--- src/rtl/pkd_pkg.sv ---
package pkd_pkg;
  typedef struct packed {
    logic shiftEn;
    logic evalArm;
  } ctrl_strobe_t;
endpackage

--- src/rtl/pkd_ctrl.sv ---
module pkd_ctrl
  import pkd_pkg::*;
#(
  parameter int WIN_LEN = 11,
  parameter int IDX_W   = 32
) (
  input  logic             clk,
  input  logic             rst,
  input  logic             inValid,
  output ctrl_strobe_t     strobe,
  output logic [IDX_W-1:0] idxNext
);
  localparam int FILL_W = $clog2(WIN_LEN + 1);
  localparam logic [FILL_W-1:0] ARM_AT  = FILL_W'(WIN_LEN - 1);
  localparam logic [FILL_W-1:0] FULL_AT = FILL_W'(WIN_LEN);

  logic [FILL_W-1:0] fillCnt;
  logic [IDX_W-1:0]  idxCnt;

  assign idxNext = idxCnt + IDX_W'(1);

  always_ff @(posedge clk) begin
    if (rst) begin
      fillCnt <= '0;
      idxCnt  <= '0;
    end else if (inValid) begin
      idxCnt <= idxNext;
      if (fillCnt != FULL_AT) fillCnt <= fillCnt + FILL_W'(1);
    end
  end

  always_comb begin
    strobe.shiftEn = inValid;
    strobe.evalArm = inValid && (fillCnt >= ARM_AT);
  end

  // idle cycles leave the index alone
  p_idx_hold_r6: assert property (@(posedge clk) disable iff (rst)
    !inValid |=> $stable(idxCnt));
  // the fill counter saturates at the window length
  p_fill_sat_r4: assert property (@(posedge clk) disable iff (rst)
    fillCnt <= FULL_AT);
endmodule

--- src/rtl/pkd_datapath.sv ---
module pkd_datapath
  import pkd_pkg::*;
#(
  parameter int DATA_W     = 16,
  parameter int WIN_LEN    = 11,
  parameter int IDX_W      = 32,
  parameter int HIST_DEPTH = 4
) (
  input  logic                         clk,
  input  logic                         rst,
  input  ctrl_strobe_t                 strobe,
  input  logic signed [DATA_W-1:0]     inSample,
  input  logic signed [DATA_W-1:0]     threshold,
  input  logic [IDX_W-1:0]             idxNext,
  output logic                         outValid,
  output logic signed [DATA_W-1:0]     midSample,
  output logic                         detected,
  output logic [IDX_W-1:0]             sampleIdx,
  output logic [HIST_DEPTH*IDX_W-1:0]  histIdx,
  output logic [HIST_DEPTH*DATA_W-1:0] histVal,
  output logic [HIST_DEPTH-1:0]        histValid
);
  localparam int MID  = (WIN_LEN + 1) / 2 - 1;
  localparam int LAST = WIN_LEN - 1;

  logic signed [DATA_W-1:0] win    [WIN_LEN];
  logic signed [DATA_W-1:0] nxtWin [WIN_LEN];
  logic [WIN_LEN-1:0]       leOk;
  logic signed [DATA_W-1:0] midNow;
  logic                     aboveThr;
  logic                     hit;
  logic                     push;

  always_comb begin
    nxtWin[0] = inSample;
    for (int i = 1; i <= LAST; i++) nxtWin[i] = win[i-1];
  end

  always_ff @(posedge clk) begin
    if (rst) begin
      for (int i = 0; i < WIN_LEN; i++) win[i] <= '0;
    end else if (strobe.shiftEn) begin
      for (int i = 0; i < WIN_LEN; i++) win[i] <= nxtWin[i];
    end
  end

  assign midNow = nxtWin[MID];

  for (genvar g = 0; g < WIN_LEN; g++) begin : g_cmp
    assign leOk[g] = (nxtWin[g] <= midNow);
  end

  assign aboveThr = (midNow > threshold);
  assign hit      = (&leOk) && aboveThr;
  assign push     = strobe.shiftEn && strobe.evalArm && hit;

  always_ff @(posedge clk) begin
    if (rst) begin
      outValid  <= 1'b0;
      detected  <= 1'b0;
      midSample <= '0;
      sampleIdx <= '0;
    end else begin
      outValid <= strobe.shiftEn;
      detected <= push;
      if (strobe.shiftEn) begin
        midSample <= midNow;
        sampleIdx <= idxNext;
      end
    end
  end

  logic [IDX_W-1:0]         hIdx [HIST_DEPTH];
  logic signed [DATA_W-1:0] hVal [HIST_DEPTH];
  logic [HIST_DEPTH-1:0]    hVld;

  for (genvar h = 0; h < HIST_DEPTH; h++) begin : g_hist
    if (h == 0) begin : g_head
      always_ff @(posedge clk) begin
        if (rst) begin
          hIdx[h] <= '0;
          hVal[h] <= '0;
          hVld[h] <= 1'b0;
        end else if (push) begin
          hIdx[h] <= idxNext;
          hVal[h] <= midNow;
          hVld[h] <= 1'b1;
        end
      end
    end else begin : g_tail
      always_ff @(posedge clk) begin
        if (rst) begin
          hIdx[h] <= '0;
          hVal[h] <= '0;
          hVld[h] <= 1'b0;
        end else if (push) begin
          hIdx[h] <= hIdx[h-1];
          hVal[h] <= hVal[h-1];
          hVld[h] <= hVld[h-1];
        end
      end
      // valid bits fill from the head downward
      p_hist_fill_r9: assert property (@(posedge clk) disable iff (rst)
        hVld[h] |-> hVld[h-1]);
    end
    assign histIdx[h*IDX_W +: IDX_W]   = hIdx[h];
    assign histVal[h*DATA_W +: DATA_W] = hVal[h];
  end
  assign histValid = hVld;

  // a detection is always part of a presented result
  p_det_valid_r7: assert property (@(posedge clk) disable iff (rst)
    detected |-> outValid);
  // a reported peak lies strictly above the threshold seen at its edge
  p_det_thr_r3: assert property (@(posedge clk) disable iff (rst)
    detected |-> (midSample > $past(threshold)));
  // the history head matches the peak reported in the same cycle
  p_hist_head_r8: assert property (@(posedge clk) disable iff (rst)
    detected |-> (hVld[0] && hIdx[0] == sampleIdx && hVal[0] == midSample));
  // no detection, no history movement
  p_hist_hold_r10: assert property (@(posedge clk) disable iff (rst)
    !detected |-> ($stable(histIdx) && $stable(histVal) && $stable(hVld)));
  // an idle input yields no result next cycle
  p_idle_r6: assert property (@(posedge clk) disable iff (rst)
    !strobe.shiftEn |=> !outValid);
endmodule

--- src/rtl/win_peak_detect.sv ---
module win_peak_detect
  import pkd_pkg::*;
#(
  parameter int DATA_W     = 16,
  parameter int WIN_LEN    = 11,
  parameter int IDX_W      = 32,
  parameter int HIST_DEPTH = 4
) (
  input  logic                         clk,
  input  logic                         rst,
  input  logic                         inValid,
  input  logic signed [DATA_W-1:0]     inSample,
  input  logic signed [DATA_W-1:0]     threshold,
  output logic                         outValid,
  output logic signed [DATA_W-1:0]     midSample,
  output logic                         detected,
  output logic [IDX_W-1:0]             sampleIdx,
  output logic [HIST_DEPTH*IDX_W-1:0]  histIdx,
  output logic [HIST_DEPTH*DATA_W-1:0] histVal,
  output logic [HIST_DEPTH-1:0]        histValid
);
  ctrl_strobe_t     strobe;
  logic [IDX_W-1:0] idxNext;

  pkd_ctrl #(.WIN_LEN(WIN_LEN), .IDX_W(IDX_W)) ctrl_i (
    .clk(clk), .rst(rst), .inValid(inValid),
    .strobe(strobe), .idxNext(idxNext)
  );

  pkd_datapath #(.DATA_W(DATA_W), .WIN_LEN(WIN_LEN), .IDX_W(IDX_W),
                 .HIST_DEPTH(HIST_DEPTH)) dp_i (
    .clk(clk), .rst(rst), .strobe(strobe),
    .inSample(inSample), .threshold(threshold), .idxNext(idxNext),
    .outValid(outValid), .midSample(midSample), .detected(detected),
    .sampleIdx(sampleIdx), .histIdx(histIdx), .histVal(histVal),
    .histValid(histValid)
  );
endmodule

--- config.mk ---
export PLATFORM = sky130hd
export DESIGN_NAME = win_peak_detect
export DESIGN_NICKNAME = d
export VERILOG_FILES = /design/src/rtl/pkd_pkg.sv /design/src/rtl/pkd_ctrl.sv /design/src/rtl/pkd_datapath.sv /design/src/rtl/win_peak_detect.sv
export SDC_FILE = /design/constraint.sdc
export NUM_CORES = 1
export LEC_CHECK = 0
export ABC_AREA = 1
export BUFFER_PORTS_ARGS = -buffer_cell sky130_fd_sc_hd__buf_4
export CELL_PAD_IN_SITES_DETAIL_PLACEMENT = 1
export CELL_PAD_IN_SITES_GLOBAL_PLACEMENT = 1
export CORE_AREA = 2 2 224 226
export DETAILED_ROUTE_END_ITERATION = 16
export DIE_AREA = 0 0 226 228
export GPL_TIMING_DRIVEN = 0
export PLACE_DENSITY_LB_ADDON = 0.1
export SLEW_MARGIN = 40
export SYNTH_ARGS = -nofsm -noshare
export SYNTH_HDL_FRONTEND = slang
export SYNTH_HIERARCHICAL = 1
export SYNTH_SLANG_ARGS = --single-unit
--- constraint.sdc ---
create_clock -name clk -period 8.91 [get_ports clk]
set_input_delay 1.782 -clock clk [delete_from_list [all_inputs] [get_ports clk]]
set_output_delay 1.782 -clock clk [all_outputs]
set_load 0.01 [all_outputs]
==> run_results.csv, run 1 <==
group,metric,value,unit
synth,async_reset_ff_share,0,%
job,drv_cap,0,
timing,timing.final.hold_violations,0,
worst_setup_path,arrival,4.92,ns
cts,ctsResizeCount,0,
die,die_y,228,um
synth,netlist_top_cells_count,"494 x inv_1, 384 x nor2_1, 352 x edfxtp_1",
cts,cts_buffers,48,
cts,tritoncts,"built",
grt,grt_start_max_net_pins,44,
timing,grt_setup_unrepaired,"no",
cts,htreeDepth,2,
detailed_routing,antenna_left,0,
detailed_routing,vias_per_cell,4.97,
die,placementRows,82,
synth,yosys-top-cells-area,"edfxtp_1 47%, ha_1 10%, inv_1 8.3%, dfxtp_1 8.0%, nor2_1 6.4%",
synth,ys_ff_latch,442,
cells_and_area,nNetsFinal,2884,
status,status,"finished clean",
cts,cts.reportedPaths.clkPinSlew,0.06,ns
placed_design,port_buffers,279,
cts,cts_sinks,442,
die,die_area,51500,um^2
die,die_w,226,um
power_and_ir_drop,power_density,185,nW/um^2
detailed_routing,wl,64900,um
cts,hold_buffers,0,
cts,clock-root-buffer,"clkbuf_16",
synth,ys_types,34,
grt,grt_pass1_wl,100000,um
grt,overflow,0,
detailed_routing,wl_per_cell,19.2,um
timing,fmax,216,MHz
cts,cts_setup_buffers,0,
worst_setup_path,critPathCaptureType,"register",
die,pin_count,281,
die,core,49300,um^2
grt,grt_pass1_vias,17900,
detailed_routing,drc_errors,0,
power_and_ir_drop,max-vdd-ir-drop,172,uV
grt,antenna_found_initial,0,
placed_design,gp_congestion,0.846,
synth,syn_inst,2332,
cells_and_area,synthToLayoutAreaGrowth,21.0,%
worst_setup_path,path_class,"in -> reg",
detailed_routing,drt_iter0_drc,880,
power_and_ir_drop,leakagePower,12.3,nW
synth,synth.most_common_cell,"inv_1",
synth,synthFlopType,"edfxtp_1",
synth,yosys_warnings,6,
timing,min_period,4.63,ns
synth,netlist.area_leader.share,47.1,%
cells_and_area,design_area,27100,um^2
cts,insertion_delay,0.60,ns
cells_and_area,drive_above_1_share,18.2,%
synth,ys_seq_area_share,55.2,%
placed_design,dp.final_hpwl,49000,um
timing,drv_slew,0,
timing,hold_ws,0.483,ns
cts,clockBufferDepth,3,
synth,synth_fp_nets,2546,
detailed_routing,via_count,16800,
synth,syn_area,22400,um^2
timing,worstMarginPinSlew,0.881,ns
worst_setup_path,required,9.19,ns
worst_setup_path,start_kind,"primary input",
timing,fin_setup_tns,0,ns
detailed_routing,first_pass_iters,6,
cells_and_area,antenna_cells,0,
synth,synth_edf_count,352,
synth,netlist.top_cell.by_area,"edfxtp_1",
placed_design,place_area,25600,um^2
die,initial_core_util,45.4,%
hold_path,hold_path_class,"reg -> reg",
timing,finClkSkew,0.0210,ns
timing,finalCritPeriodShare,52.0,%
timing,setup_viol,0,
timing,slew-limit-headroom,41.3,%
grt,grt_usage,25.4,%
synth,syn_avg_cell_area,9.62,um^2
worst_setup_path,cp_max_fo,41,
==> flip-flops by register name, summed over array words and instances (netlist names) <==
signal and cells:
ctrl_i/fillCnt 4, ctrl_i/idxCnt 32, dp_i/detected 1, dp_i/hIdx 128, dp_i/hVal 64, dp_i/histValid 4, dp_i/midSample 16, dp_i/outValid 1
dp_i/sampleIdx 32, dp_i/win 160
==> power by group <==
group / internal (mW) / switching [mW]
clock: 1.17 / 0.849
combinational: 0.214 / 0.385
sequential: 2.32 / 0.0653
total: 3.71 / 1.30
==> routing by layer <==
layer | vias up | routed length (um) | GRT usage, %
met5 | - | 0 | 0
met4 | 0 | 2140 | 9.09
met3 | 112 | 3080 | 3.84
met2 | 369 | 32700 | 45.0
met1 | 8214 | 26900 | 31.3
li1 | 8104 | - | -
==> placed cells by master, fill, tap and decap left out, types with 77 or more instances in the layout <==
cell type,instances
buf_4,280
a21oi_1,95
ha_1,179
inv_1,493
dfxtp_1,90
nor2_4,77
nand2_1,333
edfxtp_1,352
nor2_1,384
nand3_1,111
==> cells by family (layout without fill, tap and decap cells) <==
logic type | count (synthesis) | in the layout | share of synthesized area, %
and+or+nand+nor | 945 | 945 | 19.5
buffers and inverters | 558 | 934 | 10.1
DFF | 442 | 442 | 55.2
AOI/OAI and AO/OA | 199 | 199 | 4.92
adders and majority gates | 179 | 179 | 9.99
xor gates and xnor gates | 9 | 9 | 0.385
==> layout make-up <==
type	count	area [um^2]
Buffer	64	408
Clock buffer	59	1280
Clock inverter	29	297
Fill cell	5601	22200
Inverter	494	1850
Multi-Input combinational cell	1332	7810
Sequential cell	442	12400
Tap cell	672	841
Timing Repair Buffer	288	2270
==> critical path, stage by stage <==
cell and delay (ns):
buf_2 0.16, inv_1 0.14, clkbuf_1 0.30, nor3_1 0.42
nand3_1 0.27, a21oi_1 0.18, nand3_1 0.13, nor2_2 0.18
nand3_1 0.30, nand2_4 0.44, buf_12 0.28, buf_12 0.26
==> path summary, 6_finish.rpt <==
path | from | endpoint | slack [ns] | cells past startpoint
max | inValid | dp_i/hIdx[3][18] | 4.28 | 12
min | dp_i/histValid[0] | dp_i/histValid[0] | 0.48 | 2
max reg2reg | dp_i/win[4][0] | dp_i/hIdx[3][18] | 4.69 | 13
min reg2reg | dp_i/histValid[0] | dp_i/histValid[0] | 0.48 | 2
==> stage by stage <==
step                      power, mW  setup slack, ns  util (%)  instances
after floorplan                2.78             1.33         -       2332
after detailed placement       3.03             3.68      51.8       3292
after global placement         2.99            -1.25      51.4       3283
after CTS                      5.06             4.31      55.0       3380
after global routing           5.21             4.08      55.0       3380
final                          5.01             4.28      55.0       3380
No activity file was read; power rests on OpenSTA's default activity.
==> inputs of run 2 (changes only) <==
Clock period 8.91 ns to 4.6 ns, I/O delays scaled along.
==> run 2 against run 1 <==
Against the previous run:
- via count down 0.52%
- power rose by 94%
- clock-buffer cell count grew 14
- first-iteration DRC count is 13% lower
- combinational power increased by 92%
- largest power group unchanged
- wire length fell by 1.8%
- critical path type is now reg -> reg
- sequential cell count unchanged
==> run_results.csv, run 2 (synthesis results as in run 1) <==
group,metric,value,unit
timing,fmax,241,MHz
power_and_ir_drop,combPwrFrac,11.8,%
die,core,49300,um^2
worst_setup_path,required,4.84,ns
grt,grt_usage,24.8,%
power_and_ir_drop,leakagePower,12.3,nW
cts,clockBufferDepth,3,
timing,min_period,4.15,ns
power_and_ir_drop,switching_power,2.51,mW
timing,slew-limit-headroom,43.7,%
cells_and_area,top_register,"dp_i/win",
grt,grt_start_max_net_pins,79,
detailed_routing,first_pass_iters,5,
detailed_routing,drc_errors,0,
cts,cts_setup_buffers,0,
cells_and_area,drive_above_1_share,18.0,%
cts,hold_buffers,0,
cts,htreeDepth,2,
timing,hold_ws,0.496,ns
die,initial_core_util,45.4,%
detailed_routing,wl,63700,um
hold_path,min_from,"dp_i/midSample[14]",
power_and_ir_drop,power_density,359,nW/um^2
detailed_routing,wl_per_cell,18.8,um
timing,setup_viol,0,
power_and_ir_drop,p_int,7.22,mW
cells_and_area,largest_reg_flops,160,
cts,tritoncts,"built",
cts,ctsResizeCount,0,
hold_path,hold_path_class,"reg -> reg",
cts,cts_sinks,442,
timing,timing.final.hold_violations,0,
cts,clock-root-buffer,"clkbuf_16",
power_and_ir_drop,clkPwrFrac,40.6,%
cells_and_area,largestRegisters,"dp_i/win (160), dp_i/hIdx (128), dp_i/hVal (64)",
cells_and_area,nFillCells,5570,
placed_design,dp.final_hpwl,48600,um
job,drv_cap,0,
die,pin_count,281,
cells_and_area,final_common_cell,"inv_1",
grt,antenna_found_initial,0,
status,status,"finished clean",
grt,overflow,0,
placed_design,placed_cells,3287,
worst_setup_path,critPathCaptureType,"register",
power_and_ir_drop,max-vdd-ir-drop,251,uV
cells_and_area,finalNonFillerCells,3380,
worst_setup_path,start_kind,"register",
timing,drv_slew,0,
cells_and_area,synthToLayoutAreaGrowth,21.0,%
cells_and_area,final_cell_mix,"492 x inv_1, 384 x nor2_1, 352 x edfxtp_1",
cells_and_area,nNetsFinal,2880,
grt,grt_pass1_wl,98000,um
cts,cts.reportedPaths.clkPinSlew,0.06,ns
power_and_ir_drop,p_sw_share,25.8,%
placed_design,place_area,25500,um^2
die,placementRows,82,
timing,fin_setup_tns,0,ns
cts,cts_buffers,49,
timing,worstMarginPinSlew,0.844,ns
detailed_routing,drt_iter0_drc,770,
power_and_ir_drop,seqPwrFrac,47.6,%
detailed_routing,via_count,16700,
grt,grt_pass1_vias,17700,
cells_and_area,design_area,27100,um^2
placed_design,port_buffers,279,
timing,finalCritPeriodShare,90.3,%
cts,insertion_delay,0.60,ns
timing,grt_setup_unrepaired,"no",
worst_setup_path,critPathLaunch,"dp_i/win[4][0]",
worst_setup_path,timing.rr.start,"dp_i/win[4][0]",
placed_design,gp_congestion,0.856,
detailed_routing,vias_per_cell,4.94,
timing,finClkSkew,0.0203,ns
detailed_routing,antenna_left,0,
worst_setup_path,cp_max_fo,78,
worst_setup_path,arrival,4.39,ns
die,die_area,51500,um^2
die,die_y,228,um
worst_setup_path,path_class,"reg -> reg",
die,die_w,226,um
[run 2: path summary, 6_finish.rpt]
path	endpoint	slack (ns)	depth (start not counted)
setup / recovery	dp_i/hVal[1][3]	0.45	12
setup reg to reg	dp_i/hVal[1][3]	0.45	12
hold / removal	dp_i/midSample[14]	0.50	1
hold reg to reg	dp_i/midSample[14]	0.50	1
[run 2: critical path, stage by stage (launching register included)]
cell and delay (ns):
edfxtp_1 0.76, inv_1 0.38, ha_1 0.37, nand2_1 0.06
nor2_1 0.04, nand3_1 0.17, nand3_1 0.20, a21oi_1 0.17
nand3_1 0.11, nor2_2 0.19, nand3_1 0.37, nand2_8 0.50
buf_16 0.39
[run 2: power by group through the flow]
stage	Clock, mW	Combinational [mW]	Sequential [mW]
6_report	3.95	1.15	4.63
5_1_grt	4.19	1.29	4.65
4_1_cts	4.05	1.16	4.63
3_5_place_dp	0	1.14	4.71
3_3_place_gp	0	1.06	4.72
2_1_floorplan	0	0.651	4.72
[run 2: metrics by stage]
step                setup WS [ns]  util, %  total power, mW
CTS                         0.369     55.0             9.83
global route                0.208     55.0             10.1
global placement            -1.06     51.4             5.78
finish                      0.446     55.0             9.73
floorplan                   0.572        -             5.37
detailed placement          0.267     51.7             5.86
[run 2: cell type report]
type | instances | area, um^2 | share of cell area, %
Clock inverter | 19 | 196 | 0.724
Sequential cell | 442 | 12400 | 45.6
Timing Repair Buffer | 283 | 2200 | 8.10
Antenna cell | 1 | 2.50 | 0.00922
Multi-Input combinational cell | 1332 | 7830 | 28.9
Inverter | 494 | 1860 | 6.85
Buffer | 64 | 409 | 1.51
Clock buffer | 73 | 1430 | 5.26
Tap cell | 672 | 841 | 3.10
[run 2: layer usage]
| layer | wire length (um) | vias up | GRT usage (%) |
|---|---|---|---|
| met1 | 27600 | 8168 | 30.7 |
| met3 | 2430 | 105 | 3.32 |
| met4 | 1870 | 0 | 8.26 |
| met5 | 0 | - | 0 |
| li1 | - | 8103 | - |
| met2 | 31800 | 336 | 44.2 |
==> inputs of run 3 (changes only) <==
--- a/config.mk
+++ b/config.mk
@@ -8,3 +8,3 @@
 export ABC_AREA = 1
-export BUFFER_PORTS_ARGS = -buffer_cell sky130_fd_sc_hd__buf_4
+export BUFFER_PORTS_ARGS = -buffer_cell sky130_fd_sc_hd__buf_2
 export CELL_PAD_IN_SITES_DETAIL_PLACEMENT = 1
@@ -15,3 +15,3 @@
 export GPL_TIMING_DRIVEN = 0
-export PLACE_DENSITY_LB_ADDON = 0.1
+export PLACE_DENSITY = 0.86
 export SLEW_MARGIN = 40
--- a/constraint.sdc
+++ b/constraint.sdc
@@ -3,2 +3,2 @@
 set_output_delay 0.92 -clock clk [all_outputs]
-set_load 0.01 [all_outputs]
+set_load 0.005 [all_outputs]
==> run 3 against run 2 <==
Against the previous run:
- global-route usage grew 0.74 points
- design area fell by 3.0%
- worst hold slack got worse by 0.0072 ns
- sequential share of layout area grew 1.4 points
- first-iteration DRC count up 7.0%
- wire length is 3.0% higher
- register-to-register slack worse by 0.14 ns
- critical path depth is 1 higher
- die area did not move
- power fell by 3.6%
- largest cell class unchanged
- highest routed layer unchanged
==> run_results.csv, run 3 (synthesis results as in run 1) <==
group,metric,value,unit
detailed_routing,vias_per_cell,5.07,
cts,tritoncts,"built",
power_and_ir_drop,switching_power,2.43,mW
die,die_y,228,um
cells_and_area,synthToLayoutAreaGrowth,17.3,%
worst_setup_path,cp_top_family,"simple AND/OR/NAND/NOR gates",
power_and_ir_drop,p_int,6.95,mW
power_and_ir_drop,power_density,357,nW/um^2
detailed_routing,wl,65600,um
worst_setup_path,path_class,"reg -> reg",
detailed_routing,antenna_left,0,
detailed_routing,wl_per_cell,19.5,um
worst_setup_path,timing.critical_path.buf_inv,3,
grt,antenna_found_initial,0,
timing,slew-limit-headroom,44.4,%
worst_setup_path,endpoint,"dp_i/hVal[3][1]",
timing,worstMarginPinSlew,0.833,ns
worst_setup_path,timing.rr.start,"dp_i/win[4][11]",
power_and_ir_drop,seqPwrFrac,49.4,%
power_and_ir_drop,max-vdd-ir-drop,238,uV
timing,hold_ws,0.489,ns
detailed_routing,first_pass_iters,5,
die,die_area,51500,um^2
die,core,49300,um^2
cells_and_area,top_register,"dp_i/win",
detailed_routing,drt_iter0_drc,824,
grt,grt_start_max_net_pins,65,
worst_setup_path,r2r-end,"dp_i/hVal[3][1]",
worst_setup_path,cp_max_fo,63,
cells_and_area,largestRegisters,"dp_i/win (160), dp_i/hIdx (128), dp_i/hVal (64)",
timing,fmax,233,MHz
worst_setup_path,start_kind,"register",
worst_setup_path,required,4.84,ns
power_and_ir_drop,p_total,9.38,mW
worst_setup_path,critPathCaptureType,"register",
cells_and_area,nNetsFinal,2878,
cts,cts_sinks,442,
placed_design,port_buffers,279,
cts,clock-root-buffer,"clkbuf_16",
worst_setup_path,max_stage_delay,0.63,ns
timing,grt_setup_unrepaired,"no",
placed_design,placed_cells,3288,
cts,cts.reportedPaths.clkPinSlew,0.06,ns
cells_and_area,finalNonFillerCells,3373,
timing,timing.final.hold_violations,0,
grt,grt_usage,25.5,%
cells_and_area,largest_reg_flops,160,
timing,finalCritPeriodShare,93.3,%
die,placementRows,82,
grt,grt_pass1_wl,101000,um
power_and_ir_drop,clkPwrFrac,39.0,%
cells_and_area,regArea,12400,um^2
grt,grt_pass1_vias,18500,
power_and_ir_drop,leakagePower,12.1,nW
cts,cts_buffers,46,
worst_setup_path,cp_cell_sequence,"inv_1 > ha_1 > a21oi_1 > o21ai_0 > a21oi_1 > nand3_1 > nand3_1 > nand2_1 > nor2_1 > nand3_1 > nand2_8 > buf_16 > buf_16",
hold_path,hold_path_class,"reg -> reg",
worst_setup_path,cp.depth,13,
detailed_routing,drc_errors,0,
worst_setup_path,rrSetupSlack,0.31,ns
placed_design,dp.final_hpwl,48800,um
detailed_routing,via_count,17100,
cells_and_area,multi_input_area,7830,um^2
status,status,"finished clean",
cells_and_area,final_core_util,53.3,%
cts,htreeDepth,2,
placed_design,place_area,24800,um^2
placed_design,gp_congestion,0.937,
worst_setup_path,cpMostUsedCell,"nand3_1",
cells_and_area,design_area,26300,um^2
die,pin_count,281,
worst_setup_path,arrival,4.54,ns
power_and_ir_drop,combPwrFrac,11.6,%
cells_and_area,drive_above_1_share,17.8,%
worst_setup_path,worstRegToRegCells,13,
die,initial_core_util,45.4,%
die,die_w,226,um
worst_setup_path,critPathLaunch,"dp_i/win[4][11]",
job,drv_cap,0,
worst_setup_path,cpMaxStageDelayCell,"inv_1",
timing,setup_viol,0,
cells_and_area,final_common_cell,"inv_1",
cells_and_area,nFillCells,5665,
timing,min_period,4.29,ns
cts,insertion_delay,0.60,ns
cells_and_area,antenna_cells,0,
power_and_ir_drop,p_sw_share,25.9,%
timing,finClkSkew,0.0296,ns
timing,drv_slew,0,
cells_and_area,final_cell_mix,"492 x inv_1, 384 x nor2_1, 352 x edfxtp_1",
cts,clockBufferDepth,3,
grt,overflow,0,
run 3: changes by cell type in the layout (fill, tap and decap cells not counted), sizes merged:
cell and change:
clkbuf -7, buf +2, bufinv -1, clkinvlp -1
diode -1, inv +1
run 3: stage by stage:
stage,setup TNS [ns],setup slack [ns]
after floorplan,0,0.572
after global placement,-210.93,-0.622
after detailed placement,0,0.193
after CTS,0,0.327
after global routing,0,0.157
final,0,0.308
run 3: layout make-up:
type | count | share of cell area (%)
Sequential cell | 442 | 47.0
Tap cell | 672 | 3.20
Timing Repair Buffer | 284 | 5.83
Multi-Input combinational cell | 1332 | 29.8
Clock inverter | 18 | 0.623
Clock buffer | 67 | 4.95
Inverter | 494 | 7.06
Buffer | 64 | 1.55
run 3: worst min-delay path by stage:
stage / from / to / slack (ns) / depth (start not counted)
CTS: dp_i/sampleIdx[14] / dp_i/sampleIdx[14] / 0.49 / 2
floorplan: ctrl_i/fillCnt[3] / ctrl_i/fillCnt[3] / 0.46 / 2
finish: dp_i/sampleIdx[14] / dp_i/sampleIdx[14] / 0.49 / 2
detailed placement: dp_i/sampleIdx[27] / dp_i/sampleIdx[27] / 0.47 / 2
global route: dp_i/sampleIdx[7] / dp_i/sampleIdx[7] / 0.52 / 2
global placement: dp_i/histValid[3] / dp_i/histValid[3] / 0.46 / 2
run 3: worst reg2reg max path, delay by kind of cell (launching register included):
kind,cells,cell delay [ns]
DFF,1,0.42
and+or+nand+nor,6,1.29
adders and majority gates,1,0.41
AOI/OAI and AO/OA,3,0.49
buffers and inverters,3,1.31
run 3: repair_timing:
| action | 4_1_cts | 5_1_grt |
|---|---|---|
| resized for setup | 0 | 1 |
| hold buffers | 0 | 0 |
| endpoints found under the setup margin | 0 | 115 |
| buffers inserted | 0 | 0 |
run 3: power groups by stage:
stage	Clock, mW	Combinational (mW)	Sequential [mW]
2_1_floorplan	0	0.651	4.68
3_3_place_gp	0	0.953	4.71
3_5_place_dp	0	1.07	4.71
4_1_cts	3.73	1.09	4.63
5_1_grt	3.87	1.22	4.65
6_report	3.66	1.09	4.63
run 3: per-layer routing:
layer  track usage, %  part of all wire (%)
met3             4.37                   4.9
met2             45.8                    51
met5                0                     0
met1             30.0                    41
met4             10.6                   4.0
